File: config.mk
export PLATFORM = sky130hd
export DESIGN_NAME = hdlc_tx_abort
export DESIGN_NICKNAME = d
export VERILOG_FILES = /design/src/rtl/hdlc_tx_pkg.sv /design/src/rtl/hdlc_crc_unit.sv /design/src/rtl/hdlc_zero_stuffer.sv /design/src/rtl/hdlc_irq_flag.sv /design/src/rtl/hdlc_tx_abort.sv
export SDC_FILE = /design/constraint.sdc
export NUM_CORES = 1
export LEC_CHECK = 0
export BUFFER_PORTS_ARGS = -buffer_cell sky130_fd_sc_hd__buf_2
export CORE_MARGIN = 2
export CORE_UTILIZATION = 63
export CTS_CLUSTER_DIAMETER = 100
export DETAILED_ROUTE_END_ITERATION = 6
export PLACE_DENSITY = 0.84
export SETUP_SLACK_MARGIN = 0.1
export SLEW_MARGIN = 5
export SYNTH_ARGS = -nofsm -noshare
export SYNTH_HDL_FRONTEND = slang
export SYNTH_SLANG_ARGS = --single-unit
File: constraint.sdc
create_clock -name clk_i -period 3.5 [get_ports clk_i]
set_input_delay 0.525 -clock clk_i [delete_from_list [all_inputs] [get_ports clk_i]]
set_output_delay 0.525 -clock clk_i [all_outputs]
set_load 0.02 [all_outputs]
File: src/rtl/hdlc_tx_pkg.sv
package hdlc_tx_pkg;
  localparam int unsigned BYTE_BITS = 8;
  localparam logic [BYTE_BITS-1:0] FLAG_PAT  = 8'h7E;
  localparam logic [BYTE_BITS-1:0] ABORT_PAT = 8'h7F;

  typedef enum logic [2:0] {
    ST_IDLE,
    ST_OPEN,
    ST_DATA,
    ST_FCS,
    ST_CLOSE,
    ST_ABORT
  } tx_state_e;
endpackage

File: src/rtl/hdlc_crc_unit.sv
module hdlc_crc_unit #(
  parameter int unsigned CRC_W = 16,
  parameter logic [CRC_W-1:0] POLY = 16'h8408,
  parameter logic [CRC_W-1:0] INIT = 16'hFFFF
) (
  input  logic clk_i,
  input  logic rst_ni,
  input  logic init_i,
  input  logic upd_i,
  input  logic bit_i,
  input  logic shift_i,
  output logic lsb_o
);
  logic [CRC_W-1:0] crc_q;
  logic fb;

  assign fb    = crc_q[0] ^ bit_i;
  assign lsb_o = crc_q[0];

  always_ff @(posedge clk_i or negedge rst_ni) begin
    if (!rst_ni)      crc_q <= INIT;
    else if (init_i)  crc_q <= INIT;
    else if (upd_i)   crc_q <= (crc_q >> 1) ^ (fb ? POLY : '0);
    else if (shift_i) crc_q <= {1'b1, crc_q[CRC_W-1:1]};
  end
endmodule

File: src/rtl/hdlc_zero_stuffer.sv
module hdlc_zero_stuffer #(
  parameter int unsigned RUN = 5
) (
  input  logic clk_i,
  input  logic rst_ni,
  input  logic clr_i,
  input  logic en_i,    // stuffing allowed at this position
  input  logic take_i,  // a line bit is consumed
  input  logic count_i, // consumed bit belongs to a stuffed field
  input  logic bit_i,
  output logic stuff_o
);
  localparam int unsigned CNT_W = $clog2(RUN + 1);
  localparam logic [CNT_W-1:0] RUN_V = CNT_W'(RUN);

  logic [CNT_W-1:0] cnt_q;

  assign stuff_o = en_i && (cnt_q == RUN_V);

  always_ff @(posedge clk_i or negedge rst_ni) begin
    if (!rst_ni)     cnt_q <= '0;
    else if (clr_i)  cnt_q <= '0;
    else if (take_i) begin
      if (stuff_o)      cnt_q <= '0;
      else if (count_i) cnt_q <= bit_i ? cnt_q + CNT_W'(1) : '0;
    end
  end
endmodule

File: src/rtl/hdlc_irq_flag.sv
module hdlc_irq_flag (
  input  logic clk_i,
  input  logic rst_ni,
  input  logic set_i,
  input  logic clr_i,
  output logic flag_o
);
  always_ff @(posedge clk_i or negedge rst_ni) begin
    if (!rst_ni)     flag_o <= 1'b0;
    else if (set_i)  flag_o <= 1'b1;
    else if (clr_i)  flag_o <= 1'b0;
  end
endmodule

File: src/rtl/hdlc_tx_abort.sv
module hdlc_tx_abort
  import hdlc_tx_pkg::*;
#(
  parameter int unsigned BYTE_W    = BYTE_BITS,
  parameter int unsigned CRC_W     = 16,
  parameter int unsigned STUFF_RUN = 5,
  parameter logic [CRC_W-1:0] CRC_POLY = 16'h8408,
  parameter logic [CRC_W-1:0] CRC_INIT = 16'hFFFF
) (
  input  logic              clk_i,
  input  logic              rst_ni,
  input  logic              bit_stb_i,
  input  logic              grant_i,
  input  logic              idle_flag_i,
  input  logic              irq_clr_i,
  input  logic [BYTE_W-1:0] fifo_data_i,
  input  logic              fifo_last_i,
  input  logic              fifo_empty_i,
  output logic              fifo_pop_o,
  output logic              req_o,
  output logic              tx_bit_o,
  output logic              underrun_irq_o
);
  localparam int unsigned IDX_W = $clog2(CRC_W);
  localparam int unsigned BIT_W = $clog2(BYTE_W);
  localparam logic [IDX_W-1:0] BYTE_END = IDX_W'(BYTE_W - 1);
  localparam logic [IDX_W-1:0] FCS_END  = IDX_W'(CRC_W - 1);

  tx_state_e         st_q, st_d;
  logic [IDX_W-1:0]  idx_q, idx_d;
  logic [BYTE_W-1:0] sh_q, sh_d;
  logic              last_q, last_d;
  logic              drain_q, drain_d;
  logic              gap_q, gap_d;

  logic step, adv, stuff_en, stuff_now, cur_bit, line_bit;
  logic crc_lsb, crc_init, crc_upd, crc_shift;
  logic pop_start, pop_data, pop_drain, underrun_evt;
  logic in_field, start_ok;

  assign step     = bit_stb_i & grant_i;
  assign in_field = (st_q == ST_DATA) || (st_q == ST_FCS);
  assign stuff_en = in_field ||
                    (((st_q == ST_CLOSE) || (st_q == ST_ABORT)) && (idx_q == '0));
  assign adv      = step & ~stuff_now;
  assign start_ok = !fifo_empty_i && !drain_q && !gap_q;

  hdlc_zero_stuffer #(.RUN(STUFF_RUN)) u_stuff (
    .clk_i   (clk_i),
    .rst_ni  (rst_ni),
    .clr_i   ((st_q == ST_IDLE) || (st_q == ST_OPEN)),
    .en_i    (stuff_en),
    .take_i  (step),
    .count_i (in_field),
    .bit_i   (cur_bit),
    .stuff_o (stuff_now)
  );

  hdlc_crc_unit #(.CRC_W(CRC_W), .POLY(CRC_POLY), .INIT(CRC_INIT)) u_crc (
    .clk_i   (clk_i),
    .rst_ni  (rst_ni),
    .init_i  (crc_init),
    .upd_i   (crc_upd),
    .bit_i   (sh_q[0]),
    .shift_i (crc_shift),
    .lsb_o   (crc_lsb)
  );

  hdlc_irq_flag u_irq (
    .clk_i  (clk_i),
    .rst_ni (rst_ni),
    .set_i  (underrun_evt),
    .clr_i  (irq_clr_i),
    .flag_o (underrun_irq_o)
  );

  // Bit presented on the line for the current position
  always_comb begin
    unique case (st_q)
      ST_IDLE:           cur_bit = idle_flag_i ? FLAG_PAT[idx_q[BIT_W-1:0]] : 1'b1;
      ST_OPEN, ST_CLOSE: cur_bit = FLAG_PAT[idx_q[BIT_W-1:0]];
      ST_DATA:           cur_bit = sh_q[0];
      ST_FCS:            cur_bit = ~crc_lsb;
      ST_ABORT:          cur_bit = ABORT_PAT[idx_q[BIT_W-1:0]];
      default:           cur_bit = 1'b1;
    endcase
  end

  assign line_bit   = stuff_now ? 1'b0 : cur_bit;
  assign tx_bit_o   = grant_i ? line_bit : 1'b1;
  assign fifo_pop_o = pop_start | pop_data | pop_drain;
  assign req_o      = (st_q != ST_IDLE) || start_ok;

  always_comb begin
    st_d = st_q;  idx_d = idx_q;  sh_d = sh_q;  last_d = last_q;
    drain_d = drain_q;  gap_d = 1'b0;
    pop_start = 1'b0;  pop_data = 1'b0;  pop_drain = 1'b0;  underrun_evt = 1'b0;
    crc_init = 1'b0;  crc_upd = 1'b0;  crc_shift = 1'b0;
    unique case (st_q)
      ST_IDLE: if (adv) begin
        if (idx_q == BYTE_END) begin
          idx_d = '0;
          if (start_ok) begin
            pop_start = 1'b1;
            sh_d      = fifo_data_i;
            last_d    = fifo_last_i;
            st_d      = ST_OPEN;
          end
        end else idx_d = idx_q + IDX_W'(1);
      end
      ST_OPEN: begin
        crc_init = 1'b1;
        if (adv) begin
          if (idx_q == BYTE_END) begin idx_d = '0; st_d = ST_DATA; end
          else idx_d = idx_q + IDX_W'(1);
        end
      end
      ST_DATA: if (adv) begin
        crc_upd = 1'b1;
        sh_d    = {1'b0, sh_q[BYTE_W-1:1]};
        if (idx_q == BYTE_END) begin
          idx_d = '0;
          if (last_q) st_d = ST_FCS;
          else if (fifo_empty_i) begin
            underrun_evt = 1'b1;
            drain_d      = 1'b1;
            st_d         = ST_ABORT;
          end else begin
            pop_data = 1'b1;
            sh_d     = fifo_data_i;
            last_d   = fifo_last_i;
          end
        end else idx_d = idx_q + IDX_W'(1);
      end
      ST_FCS: if (adv) begin
        crc_shift = 1'b1;
        if (idx_q == FCS_END) begin idx_d = '0; st_d = ST_CLOSE; end
        else idx_d = idx_q + IDX_W'(1);
      end
      ST_CLOSE, ST_ABORT: if (adv) begin
        if (idx_q == BYTE_END) begin
          idx_d = '0;
          st_d  = ST_IDLE;
          gap_d = 1'b1;
        end else idx_d = idx_q + IDX_W'(1);
      end
      default: st_d = ST_IDLE;
    endcase
    // Discard the remainder of an aborted packet
    if (drain_q && !fifo_empty_i) begin
      pop_drain = 1'b1;
      if (fifo_last_i) begin
        drain_d = 1'b0;
        gap_d   = 1'b1;
      end
    end
  end

  always_ff @(posedge clk_i or negedge rst_ni) begin
    if (!rst_ni) begin
      st_q    <= ST_IDLE;
      idx_q   <= '0;
      sh_q    <= '0;
      last_q  <= 1'b0;
      drain_q <= 1'b0;
      gap_q   <= 1'b0;
    end else begin
      st_q    <= st_d;
      idx_q   <= idx_d;
      sh_q    <= sh_d;
      last_q  <= last_d;
      drain_q <= drain_d;
      gap_q   <= gap_d;
    end
  end
endmodule

==> reports/qor.yml <==
floorplanning:
  die-area_mm2: 0.00375
  num_rows: 20
  die_y_um: 61.2
  pin_count: 20
  die_x_um: 61.2
  start_util: 0.670
  core_area_mm2: 0.00308
logic_synthesis:
  ys_types: 43
  synth_top_family_by_area: "compound AO/OA/AOI/OAI gates"
  synth-simple-area-share: 0.154
  synth_compound_area_frac: 0.229
  yosysWarnings: 0
  synthMuxAreaShare: 0.0443
  synth-edff-count: 0
  synthAdderAreaFrac: 0.0303
  syn-cell-area_mm2: 0.00206
  avgSynthCellArea_um2: 9.91
  yosysSeqAreaShare: 0.471
  ys_ff_latch: 38
  synth.net_count: 229
  ys.flop_type: "dfrtp_1"
  async_flop_share: 1.00
  netlist_instances: 208
  synth-xor-area-share: 0.0170
power:
  clkPwrFrac: 0.196
  p_comb_frac: 0.293
  switching_share: 0.367
  intPower_mw: 0.770
  seq_power_share: 0.511
  p_sw_mw: 0.447
  power.density_mw_per_mm2: 551
  ir_worst_vdd_v: 0.000386
  p_leak_nw: 0.899
critical_path:
  arrival_ns: 2.42
  cp.required_ns: 2.97
  path_max_fanout: 6
  setup.worst_path.class: "flip-flop to primary output"
  startpoint: "u_stuff.cnt_q[0]"
  worstSetupStartpointType: "flip-flop"
  end_kind: "primary output"
  reg2reg_from: "st_q[1]"
global_route:
  grt_pass1_vias: 1464
  overflow: 0
  grt_max_degree: 39
  grt_use_total: 0.248
  antenna_found_initial: 0
  grt_pass1_wl_um: 6670
sta:
  period_share: 0.840
  fmax_mhz: 340
  min_period_ns: 2.94
  fin_ws_ns: 0.560
  hold_violations: 0
  maxSlewViolCount: 0
  slew-limit-headroom: 0.469
  setup_tns_ns: 0
  finClkSkew_ns: 0.0200
  grt_setup_unrepaired: "no"
  tightestPinTransition_ns: 0.796
  setup_viol: 0
hold_path:
  hp-class: "input pin to async pin"
clock_network:
  cts_buffers: 5
  clk_path_buf_depth: 2
  clock_sinks: 38
  cts.htree.levels: 2
  hold_buffers: 0
  clk_pin_slew_ns: 0.12
  tritoncts: "done"
  clk_latency_ns: 0.34
  cts_resized: 0
  root_buffer: "clkbuf_4"
  cts_setup_buffers: 0
status:
  status: "finished clean"
routing:
  vias: 1663
  drtIter0Drc: 136
  avgViaCountPerCell: 6.16
  drtPass1Iterations: 5
  antenna_left: 0
  drt_wl_total_um: 4100
  wire_per_inst_um: 15.2
  drc: 0
placed_design:
  place_ws_ns: 1.03
  gp_congestion: 0.934
  port_buffers: 19
  place_hpwl_um: 2940
job:
  drv_cap: 0
finish:
  fillCellCount: 232
  area_delta_synth_final_pct: 7.04
  layout-drive-gt1-share: 0.226
  fin_nets: 246
  antennaDiodeCount: 0
[state kept, by name, summed over array words and instances, names as in the netlist]
signal / count
u_stuff.cnt_q: 3
st_q: 3
gap_q: 1
u_crc.crc_q: 16
last_q: 1
idx_q: 4
sh_q: 8
u_irq.flag_o: 1
drain_q: 1
[final timing paths]
| check | to | slack, ns | cells after the start |
|---|---|---|---|
| setup / recovery | fifo_pop_o | 0.56 | 7 |
| max in group asynchronous | sh_q[1] | 2.73 | 1 |
| hold / removal | st_q[0] | 0.25 | 1 |
| setup reg to reg | st_q[1] | 1.37 | 5 |
| min in group clk_i | u_irq.flag_o | 0.35 | 2 |
| hold reg to reg | u_crc.crc_q[6] | 0.51 | 1 |
[synth_stat cells, types with 4 or more instances]
cell / instances / area share
o31ai_1: 5 / 0.018
buf_2: 4 / 0.0097
mux2i_1: 8 / 0.039
nand3_1: 5 / 0.012
o22a_1: 14 / 0.059
a21oi_1: 18 / 0.044
inv_1: 11 / 0.020
buf_6: 4 / 0.022
nor2_1: 20 / 0.036
dfstp_2: 16 / 0.20
nand2_1: 16 / 0.029
a31oi_1: 4 / 0.012
o21ai_0: 13 / 0.032
ha_1: 5 / 0.030
dfrtp_1: 22 / 0.27
nand2b_1: 5 / 0.015
[final cells by class]
cell class	count	area, um2	area share
multi-input combinational	149	977	0.443
sequential	38	971	0.440
timing repair buffer	20	103	0.0465
clock buffer	7	55.1	0.0249
tap	44	55.1	0.0249
inverter	11	41.3	0.0187
clock inverter	1	5.00	0.00227
[power by group through the flow]
stage / Combinational [mW] / Clock, mW / Sequential, mW
after floorplan: 0.333 / 0 / 0.581
after global placement: 0.335 / 0 / 0.622
after detailed placement: 0.357 / 0 / 0.627
after CTS: 0.359 / 0.245 / 0.619
after global routing: 0.402 / 0.267 / 0.636
final: 0.357 / 0.239 / 0.621
[layout by cell type, fill, tap and decap left out, drive strengths merged, types with 2 or more instances in the layout]
cell,n
a211oi,2
a21oi,19
a31oi,4
a41oi,2
and2,4
buf,20
clkbuf,7
dfrtp,22
dfstp,16
ha,5
inv,11
mux2i,8
nand2,16
nand2b,6
nand3,5
nor2,20
nor3,4
o21ai,14
o22a,14
o22ai,2
o2bb2ai,2
o31ai,5
or3,3
xnor2,3
[layer usage]
| metal | up-vias | GRT usage | routed length, um |
|---|---|---|---|
| li1 | 783 | - | - |
| met1 | 798 | 0.318 | 1740 |
| met2 | 73 | 0.407 | 2080 |
| met3 | 9 | 0.0735 | 208 |
| met4 | 0 | 0.0776 | 67 |
| met5 | - | 0 | 0 |
[per-stage QoR]
step / util / hold WS (ns) / total power, mW / cell area [um2] / instances
5_1_grt: 0.717 / 0.319 / 1.31 / 2210 / 270
3_5_place_dp: 0.698 / 0.509 / 0.984 / 2150 / 262
3_3_place_gp: 0.698 / 0.491 / 0.957 / 2150 / 262
4_1_cts: 0.717 / 0.280 / 1.22 / 2210 / 270
6_report: 0.717 / 0.249 / 1.22 / 2210 / 270
2_1_floorplan: - / 0.229 / 0.914 / 2060 / 208
[logic make-up (layout without fill, tap and decap cells)]
logic type / count (synthesis) / in the layout
buf+inv: 21 / 39
xor+xnor: 4 / 4
simple gates: 63 / 63
fa+ha+maj: 5 / 5
compound gates: 68 / 68
flops: 38 / 38
mux: 9 / 9
[critical path, cell delays in order (launching register included)]
cell	delay, ns
dfrtp_1	0.44
ha_1	0.24
nand2_1	0.19
o21ai_1	0.21
nor4b_1	0.57
a21oi_1	0.16
nor2_1	0.10
buf_2	0.17
Power figures use the tool's default switching activity.
